### src/rtl/hbr_pkg.sv
package hbr_pkg;

    localparam int DW = 16;

    typedef struct packed {
        logic [1:0]    be;
        logic [DW-1:0] data;
    } wr_lane_t;

    // Map a register word onto the data pins.
    function automatic logic [DW-1:0] rd_lanes(input logic wide, input logic sel,
                                               input logic [DW-1:0] r);
        if (!wide) return {8'h00, (sel ? r[15:8] : r[7:0])};
        return sel ? {r[7:0], r[15:8]} : r;
    endfunction

    // Map the data pins onto a register write with byte enables.
    function automatic wr_lane_t wr_lanes(input logic wide, input logic sel,
                                          input logic [DW-1:0] bus);
        wr_lane_t w;
        if (!wide) begin
            w.be   = sel ? 2'b10 : 2'b01;
            w.data = {bus[7:0], bus[7:0]};
        end else begin
            w.be   = 2'b11;
            w.data = sel ? {bus[7:0], bus[15:8]} : bus;
        end
        return w;
    endfunction

endpackage

### src/rtl/hbr_sync.sv
module hbr_sync #(
    parameter int           W       = 1,
    parameter int           STAGES  = 2,
    parameter logic [W-1:0] RST_VAL = '0
) (
    input  logic         clk,
    input  logic         rst_n,
    input  logic [W-1:0] async_i,
    output logic [W-1:0] sync_o
);
    logic [W-1:0] stg_q [STAGES];
    logic [W-1:0] stg_d [STAGES];

    always_comb begin
        stg_d[0] = async_i;
        for (int i = 1; i < STAGES; i++) stg_d[i] = stg_q[i-1];
    end

    always_ff @(posedge clk or negedge rst_n) begin
        if (!rst_n) begin
            for (int i = 0; i < STAGES; i++) stg_q[i] <= RST_VAL;
        end else begin
            for (int i = 0; i < STAGES; i++) stg_q[i] <= stg_d[i];
        end
    end

    assign sync_o = stg_q[STAGES-1];
endmodule

### src/rtl/hbr_irq.sv
module hbr_irq #(
    parameter int            NSRC      = 8,
    parameter int            WAW       = 10,
    parameter logic [WAW-1:0] IEN_ADDR  = '1 - 1'b1,
    parameter logic [WAW-1:0] ICTL_ADDR = '1
) (
    input  logic            clk,
    input  logic            rst_n,
    input  logic [WAW-1:0]  addr_i,
    input  logic            wr_i,
    input  logic [1:0]      be_i,
    input  logic [15:0]     wdata_i,
    input  logic [NSRC-1:0] src_i,
    output logic            hit_o,
    output logic [15:0]     rdata_o,
    output logic            irq_n_o,
    output logic            irq_oe_o
);
    localparam logic [15:0] SRC_MASK = 16'((32'd1 << NSRC) - 32'd1);

    typedef struct packed {
        logic [15:0] ien;
        logic        drv_hi;
    } irq_st_t;

    irq_st_t     st_d, st_q;
    logic [15:0] lane_mask;
    logic [15:0] src_ext;
    logic        any_act;

    always_comb begin
        st_d      = st_q;
        lane_mask = {{8{be_i[1]}}, {8{be_i[0]}}};
        src_ext   = 16'(src_i);
        hit_o     = (addr_i == IEN_ADDR) || (addr_i == ICTL_ADDR);
        if (wr_i && addr_i == IEN_ADDR)
            st_d.ien = ((st_q.ien & ~lane_mask) | (wdata_i & lane_mask)) & SRC_MASK;
        if (wr_i && addr_i == ICTL_ADDR && be_i[0])
            st_d.drv_hi = wdata_i[0];
        rdata_o  = (addr_i == IEN_ADDR) ? st_q.ien : {15'd0, st_q.drv_hi};
        any_act  = |(src_ext & st_q.ien);
        irq_n_o  = !any_act;
        irq_oe_o = any_act || st_q.drv_hi;
    end

    always_ff @(posedge clk or negedge rst_n) begin
        if (!rst_n) st_q <= '0;
        else        st_q <= st_d;
    end

    // a low interrupt needs an enabled, active source
    a_r10_low_needs_source: assert property (@(posedge clk) disable iff (!rst_n)
        (irq_oe_o && !irq_n_o) |-> ((src_ext & st_q.ien) != 16'd0));
    // driving high with nothing pending needs the control bit
    a_r11_high_needs_ctl: assert property (@(posedge clk) disable iff (!rst_n)
        (irq_oe_o && irq_n_o) |-> st_q.drv_hi);
endmodule

### src/rtl/hostbus_regif.sv
module hostbus_regif
    import hbr_pkg::*;
#(
    parameter int               AW          = 11,
    parameter int               NSRC        = 8,
    parameter int               SYNC_STAGES = 2,
    parameter int               RDY_LAT     = 2,
    parameter logic [AW-2:0]    IEN_ADDR    = 10'h3FE,
    parameter logic [AW-2:0]    ICTL_ADDR   = 10'h3FF
) (
    input  logic            clk,
    input  logic            rst_n,
    input  logic            mode_i,
    input  logic            width_i,
    input  logic            cs_n_i,
    input  logic            strb_a_n_i,
    input  logic            strb_b_i,
    input  logic            ale_i,
    input  logic [AW-1:0]   addr_i,
    input  logic [15:0]     d_i,
    output logic [15:0]     d_o,
    output logic            d_oe_lo_o,
    output logic            d_oe_hi_o,
    output logic            rdy_o,
    output logic            rdy_oe_o,
    input  logic [NSRC-1:0] irq_src_i,
    output logic            irq_n_o,
    output logic            irq_oe_o,
    output logic [AW-2:0]   reg_addr_o,
    output logic            reg_wr_o,
    output logic [1:0]      reg_be_o,
    output logic [15:0]     reg_wdata_o,
    input  logic [15:0]     reg_rdata_i
);
    localparam int WAW  = AW - 1;
    localparam int CNTW = $clog2(RDY_LAT + 1);
    localparam int BW   = AW + DW;

    typedef struct packed {
        logic [AW-1:0]   al;
        logic            wr_prev;
        logic [CNTW-1:0] cnt;
    } bus_st_t;

    bus_st_t     st_d, st_q;
    logic [3:0]  ctl_s;
    logic [BW-1:0] bus_s;
    logic        cs_n_s, sa_n_s, sb_s, ale_s;
    logic [AW-1:0] addr_s, eff_addr;
    logic [15:0] data_s;
    logic        sel, rd_act, wr_act, acc_act, wr_pulse;
    logic        loc_hit;
    logic [15:0] loc_rdata, rdata;
    wr_lane_t    wl;

    hbr_sync #(.W(4), .STAGES(SYNC_STAGES), .RST_VAL(4'b1111)) u_sync_ctl (
        .clk(clk), .rst_n(rst_n),
        .async_i({cs_n_i, strb_a_n_i, strb_b_i, ale_i}),
        .sync_o (ctl_s)
    );

    hbr_sync #(.W(BW), .STAGES(SYNC_STAGES), .RST_VAL('0)) u_sync_bus (
        .clk(clk), .rst_n(rst_n),
        .async_i({addr_i, d_i}),
        .sync_o (bus_s)
    );

    assign {cs_n_s, sa_n_s, sb_s, ale_s} = ctl_s;
    assign {addr_s, data_s}              = bus_s;

    always_comb begin
        st_d = st_q;
        sel  = !cs_n_s;
        if (mode_i) begin
            rd_act = sel && !sa_n_s && sb_s;
            wr_act = sel && !sa_n_s && !sb_s;
        end else begin
            rd_act = sel && !sa_n_s;
            wr_act = sel && !sb_s && sa_n_s;
        end
        acc_act = rd_act || wr_act;

        // address latch: follow the pins while enabled, hold otherwise
        eff_addr = ale_s ? addr_s : st_q.al;
        st_d.al  = eff_addr;

        wr_pulse     = wr_act && !st_q.wr_prev;
        st_d.wr_prev = wr_act;

        if (!acc_act)                        st_d.cnt = '0;
        else if (st_q.cnt != CNTW'(RDY_LAT)) st_d.cnt = st_q.cnt + 1'b1;

        wl          = wr_lanes(width_i, eff_addr[0], data_s);
        reg_addr_o  = eff_addr[AW-1:1];
        reg_be_o    = wl.be;
        reg_wdata_o = wl.data;
        reg_wr_o    = wr_pulse && !loc_hit;

        rdata     = loc_hit ? loc_rdata : reg_rdata_i;
        d_o       = rd_act ? rd_lanes(width_i, eff_addr[0], rdata) : 16'd0;
        d_oe_lo_o = rd_act;
        d_oe_hi_o = rd_act && width_i;

        rdy_o    = acc_act && (st_q.cnt == CNTW'(RDY_LAT));
        rdy_oe_o = sel;
    end

    always_ff @(posedge clk or negedge rst_n) begin
        if (!rst_n) st_q <= '0;
        else        st_q <= st_d;
    end

    hbr_irq #(.NSRC(NSRC), .WAW(WAW), .IEN_ADDR(IEN_ADDR), .ICTL_ADDR(ICTL_ADDR)) u_irq (
        .clk     (clk),
        .rst_n   (rst_n),
        .addr_i  (reg_addr_o),
        .wr_i    (wr_pulse && loc_hit),
        .be_i    (wl.be),
        .wdata_i (wl.data),
        .src_i   (irq_src_i),
        .hit_o   (loc_hit),
        .rdata_o (loc_rdata),
        .irq_n_o (irq_n_o),
        .irq_oe_o(irq_oe_o)
    );

    // a write request never lasts two cycles
    a_r8_single_commit: assert property (@(posedge clk) disable iff (!rst_n)
        reg_wr_o |=> !reg_wr_o);
    // completion only after the access was already active a cycle earlier
    a_r9_ready_after_active: assert property (@(posedge clk) disable iff (!rst_n)
        rdy_o |-> $past(acc_act));
    // the upper lane stays undriven on the narrow bus
    a_r1_narrow_upper_off: assert property (@(posedge clk) disable iff (!rst_n)
        !width_i |-> !d_oe_hi_o);
    // local registers never reach the bank port
    a_r12_local_not_forwarded: assert property (@(posedge clk) disable iff (!rst_n)
        reg_wr_o |-> (reg_addr_o != IEN_ADDR && reg_addr_o != ICTL_ADDR));
    // ready enable tracks chip select
    a_r7_ready_oe_select: assert property (@(posedge clk) disable iff (!rst_n)
        d_oe_lo_o |-> rdy_oe_o);
endmodule

### config.mk
export PLATFORM = sky130hd
export DESIGN_NAME = hostbus_regif
export DESIGN_NICKNAME = d
export VERILOG_FILES = /design/src/rtl/hbr_pkg.sv /design/src/rtl/hbr_sync.sv /design/src/rtl/hbr_irq.sv /design/src/rtl/hostbus_regif.sv
export SDC_FILE = /design/constraint.sdc
export NUM_CORES = 1
export LEC_CHECK = 0
export BUFFER_PORTS_ARGS = -buffer_cell sky130_fd_sc_hd__buf_2
export CAP_MARGIN = 25
export CELL_PAD_IN_SITES_DETAIL_PLACEMENT = 0
export CELL_PAD_IN_SITES_GLOBAL_PLACEMENT = 2
export CORE_ASPECT_RATIO = 1.4
export CORE_MARGIN = 2
export CORE_UTILIZATION = 35
export CTS_CLUSTER_SIZE = 20
export DETAILED_ROUTE_END_ITERATION = 10
export PLACE_DENSITY_LB_ADDON = 0.1
export SYNTH_ARGS = -nofsm -noshare
export SYNTH_HDL_FRONTEND = slang
export SYNTH_SLANG_ARGS = --single-unit
export TNS_END_PERCENT = 20
### constraint.sdc
create_clock -name clk -period 3.2 [get_ports clk]
set_input_delay 0.16 -clock clk [delete_from_list [all_inputs] [get_ports clk]]
set_output_delay 0.16 -clock clk [all_outputs]
set_load 0.01 [all_outputs]
; ---- After elaboration in Yosys (flattened, before gate mapping)
; Cells that the tools add are included.
[word_totals]
ff_bits = 85
inputBits = 59
output_inout_bits = 51
wordCells = 57
[classes]
add_sub_neg = 1
eq_ne = 5
muxes = 14
bitwise_logic = 5
n_reduce_logical = 23
[op_table]
columns = cell, n
row1 = 16-bit two-way mux, 5
row2 = 8-bit bitwise AND, 3
row3 = 10-bit == test (second input constant), 2
row4 = 18-bit two-way mux, 1
row5 = 8-bit two-way mux, 2
row6 = 16-bit OR reduction, 1
row7 = 1-bit logical AND, 13
row8 = 11-bit two-way mux, 1
row9 = 8-bit inverter, 1
row10 = 8-bit bitwise OR, 1
row11 = 1-bit zero test, 6
row12 = 2-bit two-way mux, 3
row13 = 1-bit logical OR, 3
row14 = 2-bit by 1-bit adder with 2-bit output (second input constant), 1
row15 = 2-bit == test (second input constant), 1
row16 = 1-bit two-way mux, 2
row17 = 2-bit by 1-bit != test with 1-bit output (second input constant), 1
row18 = 2-bit != test (second input constant), 1

; ---- Depth between registers and ports, before layout
[depth]
word_depth = 8
mapped_depth = 8
depth_no_buf = 7

; ---- Cells and area by module
; From an unflattened synthesis, not the netlist that was laid out.
[hier_totals]
hier_cells = 229
area_unflattened_um2 = 3555.9
[by_module_without_submodules]
columns = mod, n_inst, cells_per_inst, area_per_inst_um2, seq_area_each_um2
row1 = hostbus_regif, 1, 116, 1377.6, 350.3
row2 = hbr_sync (u_sync_bus), 1, 54, 1351.3, 1351.3
row3 = hbr_irq, 1, 51, 616.8, 225.2
row4 = hbr_sync (u_sync_ctl), 1, 8, 210.2, 210.2

; ---- Least setup slack after synthesis
; No wires, ideal clock.
[synth_timing]
path_kind = reg-to-output
from = register u_sync_ctl.stg_q, in the netlist u_sync_ctl.sync_o[0]
to = output d_o[15]
arrival_time_ns = 1.906
required_time_ns = 3.040
path_slack_ns = 1.134
path_stages_with_launch = 7
path_buffers = 3
cell_sequence = dfstp_2 > buf_6 > mux2_2 > o211a_1 > buf_6 > buf_4 > o32ai_1
[synth_between]
elab_chain_len = 7
elab_cells_between_ends = 9
cone_classes = 2 x eq/ne / 6 x mux / 1 x reduce/logical
[synth_rtl]
columns = element, line
row1 = "start, declared", hbr_sync.sv:11  ; logic [W-1:0] stg_q [STAGES];
row2 = 11-bit two-way mux (*), hostbus_regif.sv:84  ; eff_addr = ale_s ? addr_s : st_q.al;
row3 = net eff_addr[2], hostbus_regif.sv:49  ; logic [AW-1:0] addr_s, eff_addr;
row4 = 10-bit == test (on tied branches), "hbr_irq.sv:35, hbr_irq.sv:40"
row5 = 8-bit two-way mux / 1-bit logical OR (equally long branches), "hbr_irq.sv:40, hbr_irq.sv:35"
row6 = 16-bit two-way mux (*), hostbus_regif.sv:99  ; rdata = loc_hit ? loc_rdata : reg_rdata_i;
row7 = 16-bit two-way mux (*) (2 in a row), hbr_pkg.sv:14  ; return sel ? {r[7:0], r[15:8]} : r;
row8 = 16-bit two-way mux (*), hostbus_regif.sv:100  ; d_o = rd_act ? rd_lanes(width_i, eff_addr[0], rdata) : 16'd0;
row9 = "end, declared", hostbus_regif.sv:21  ; output logic [15:0] d_o,
; The timed path passes the listed nets; every way through them passes the cells marked *.

; ---- Final worst setup path
[layout_timing]
from = register u_sync_ctl.stg_q, in the netlist u_sync_ctl.sync_o[0]
to = output d_o[14]
[layout_between]
elab_chain_len = 7
elab_cells_between_ends = 9
cone_classes = 2 x eq/ne / 6 x mux / 1 x reduce/logical
[layout_rtl]
columns = element, line
row1 = 11-bit two-way mux (*), hostbus_regif.sv:84
row2 = 10-bit == test (on tied branches), "hbr_irq.sv:35, hbr_irq.sv:40"
row3 = 8-bit two-way mux / 1-bit logical OR (equally long branches), "hbr_irq.sv:40, hbr_irq.sv:35"
row4 = 16-bit two-way mux, hostbus_regif.sv:99
row5 = 16-bit two-way mux (*) (2 in a row), hbr_pkg.sv:14
row6 = 16-bit two-way mux (*), hostbus_regif.sv:100
; Every way passes the cells marked *; elsewhere a longest branch is shown, timed or not.

==> summary.txt <==
Clock network
  • Post-CTS Hold Fix Bufs: 31
  • Clk slew on worst S/H paths: 0.06 ns
  • Clock Sinks: 85
  • Clock Path Buffers: 2
  • CTS H-tree lvls: 3
  • Worst-Skew Late Latency: 0.33 ns
  • CTS root buf: clkbuf_16
  • Setup bufs post-CTS: 0
  • CTS-repair resized insts: 0
  • CTS tree: built
  • CTS buffer count: 9

STA
  • F_max: 363 MHz
  • Worst-Margin Slew: 0.661 ns
  • Final hold vios: 0
  • RSZ-0062 raised after global routing: no
  • Setup TNS: 0 ns
  • Final setup skew: 0.00674 ns
  • Fin crit share: 86.1%
  • Setup violations, final: 0
  • Fin crit period: 2.75 ns
  • Rel. slew slack: 55.9%
  • Max Transition Viols Final: 0

Synthesis
  • Largest area contributor in the netlist: dfrtp_1
  • Synth Area in Simple Gates: 13.1%
  • Library cells used by synthesis: 39
  • Synth Area in Compound Gates: 4.59%
  • Top cell type's share of synthesized area: 57.4%
  • Top post-synthesis cells by area: dfrtp_1 57%, mux2_2 11%, dfstp_2 6.3%
  • Adder-cell area share of the yosys netlist: 0.373%
  • Synthesized cell area: 0.00335 mm^2
  • Post-Syn Nets: 314
  • Main synth FF type: dfrtp_1
  • Sequential area share after synthesis: 63.7%
  • Largest family of logic cells by synthesized area: simple AND/OR/NAND/NOR gates
  • Post-synthesis mux area share: 12.8%
  • Synth Area in XOR/XNOR: 0.522%
  • Async set-reset flop share out of synthesis: 100%
  • Synth Instances: 254
  • FF+latch count, synth: 85
  • YS warnings: 0
  • Synthesized area per cell: 13.2 um^2
  • Number of enable flip-flop cells after synthesis: 0

Setup path
  • CP Launch Type: register
  • WP data required: 3.04 ns
  • Cell mode on critical path: o211a_1
  • Worst reg2reg path startpoint: u_sync_ctl.sync_o[0]$_DFF_PN1_
  • Reg2Reg Depth: 5
  • Crit. End Element: output pin
  • CP Max Fanout: 18
  • Crit path from: u_sync_ctl.sync_o[0]$_DFF_PN1_
  • Type of the worst setup path: reg2out
  • Crit-path cells: mux2_2 -> o211a_1 -> o211a_1 -> nand4_1 -> a31oi_1 -> buf_2
  • WP data arrival: 2.59 ns
  • Slowest stage cell, crit path: dfstp_2
  • Largest stage delay, worst path: 0.73 ns

GRT
  • Overall routing resource usage: 15.6%
  • Largest net degree at the start of global routing: 86
  • GR Layer Usage met2: 24.8%
  • Busiest layer in global routing: met2
  • Grt met1 use: 19.7%
  • Initial antenna violation count: 0
  • Vias in the first global route: 2443
  • First-pass GRT wire length: 12.1 mm
  • Gr ovfl total: 0
  • Met3 usage: 4.13%

Route
  • Vias per inst: 4.85
  • Routed WL: 7.50 mm
  • DR WL/cell: 14.9 um
  • Initial drt markers: 92
  • Residual DRC: 0
  • DRT Pass-1 Iters: 4
  • DR vias: 2440
  • Antenna viol nets, final: 0

Placement
  • I/O Buffers: 109
  • Hpwl dp: 5.14 mm
  • GP Congestion: 0.820

Final layout
  • # diodes: 0
  • Final core occ: 48.7%
  • Area grow syn2layout: 36.7%
  • Final layout net count: 448
  • Share of cells above drive strength 1: 43.8%

Power
  • Maximum VDD drop: 0.354 mV
  • Leakage: 2.20 nW
  • PwrDens: 554 mW/mm^2

Floorplan
  • Initial Utilization: 35.7%
  • Row cnt: 42
  • Core ar.: 0.00941 mm^2
  • Die ar.: 0.0104 mm^2
  • Die span in y: 120 um
  • Die Width: 86.7 um
  • Io pins: 110

Worst hold path
  • Worst hold path type: in2async

Outcome
  • Status: completed

Flow run
  • # Max-Cap Violations: 0
[logic make-up after synthesis]
group / after synthesis
xor+xnor: 2
flops: 85
compound gates: 22
simple gates: 78
buf+inv: 29
mux: 37
fa+ha+maj: 1
[worst max-delay path: cells and delay by family (launching register included)]
| kind | cells | cell delay (ns) |
|---|---|---|
| mux | 1 | 0.25 |
| flops | 1 | 0.73 |
| buf+inv | 1 | 0.16 |
| compound gates | 3 | 0.94 |
| simple gates | 1 | 0.18 |
[through the flow]
stage	power (mW)	hold WS (ns)	worst slack, ns	instance area (um^2)	cells
3_3_place_gp	1.44	0.264	0.751	3920	454
6_report	2.54	0.286	0.445	4590	503
5_1_grt	2.66	0.331	0.242	4590	503
4_1_cts	2.58	0.0411	0.399	4550	501
3_5_place_dp	1.44	0.266	0.710	3920	454
2_1_floorplan	1.33	-0.136	1.13	3350	254
[report_power, final]
part	switching [mW]	internal, mW
Clock	0.383	0.706
Combinational	0.152	0.138
Sequential	0.0241	1.14
[flip-flops by register name, indices dropped and copies added (netlist names), named ones only]
register,flops
u_sync_ctl.sync_o,4
st_q,14
u_sync_bus.stg_d,27
u_sync_ctl.stg_d,4
u_sync_bus.sync_o,27
u_irq.st_q,1
[metal layers]
metal | up-vias | part of all wire [%]
met4 | 0 | 2.1
met1 | 1177 | 42
met5 | - | 0
met3 | 13 | 5.3
li1 | 1175 | -
met2 | 75 | 50
[synth_stat cells (2+ instances only)]
| cell type | n |
|---|---|
| dfstp_2 | 8 |
| mux2i_1 | 2 |
| buf_6 | 2 |
| a21oi_1 | 3 |
| nand2_1 | 6 |
| a31oi_1 | 9 |
| clkbuf_1 | 6 |
| nand2b_1 | 4 |
| dfrtp_1 | 77 |
| o211a_1 | 2 |
| nand3_1 | 32 |
| buf_4 | 11 |
| or4_1 | 2 |
| nor2_1 | 6 |
| nand4_1 | 20 |
| a22oi_1 | 4 |
| mux2_2 | 33 |
| inv_1 | 6 |
[layout by cell type (no fill, tap or decap), drive strengths merged]
cell / n
xnor2: 1
mux2: 33
ha: 1
inv: 7
nand2b: 4
or3: 1
a31oi: 9
and3: 1
nand3: 32
clkbuf: 13
a21oi: 3
bufinv: 2
o21ai: 1
buf: 112
xor2: 1
dfrtp: 77
nor3: 1
mux2i: 4
nand2: 7
a21boi: 1
and4: 1
and2: 1
dlygate4sd3: 32
clkinv: 2
o211a: 2
and3b: 1
dfstp: 8
o32ai: 1
o211ai: 1
nor2: 6
nand4: 21
or4: 2
a22oi: 4
[final cells by class]
cell class              count  area [um^2]
well taps                 110          138
flip-flops and latches     85         2140
inverters                   8         30.0
multi-input cells         140         1050
fillers                   869         4820
clock buffers              13          250
repair buffers            144          911
clock inverters             3         68.8
[worst paths after layout]
check	end	slack, ns
hold reg to reg	u_sync_bus.sync_o[11]$_DFF_PN0_	0.35
min in group clk	u_sync_bus.sync_o[11]$_DFF_PN0_	0.35
setup reg to reg	register	0.74
setup / recovery	d_o[14]	0.45
hold / removal	u_sync_bus.stg_d[22]$_DFF_PN0_	0.29
max in group asynchronous	u_sync_ctl.sync_o[0]$_DFF_PN1_	2.30
Note: power is estimated with default switching activity, not from simulation.
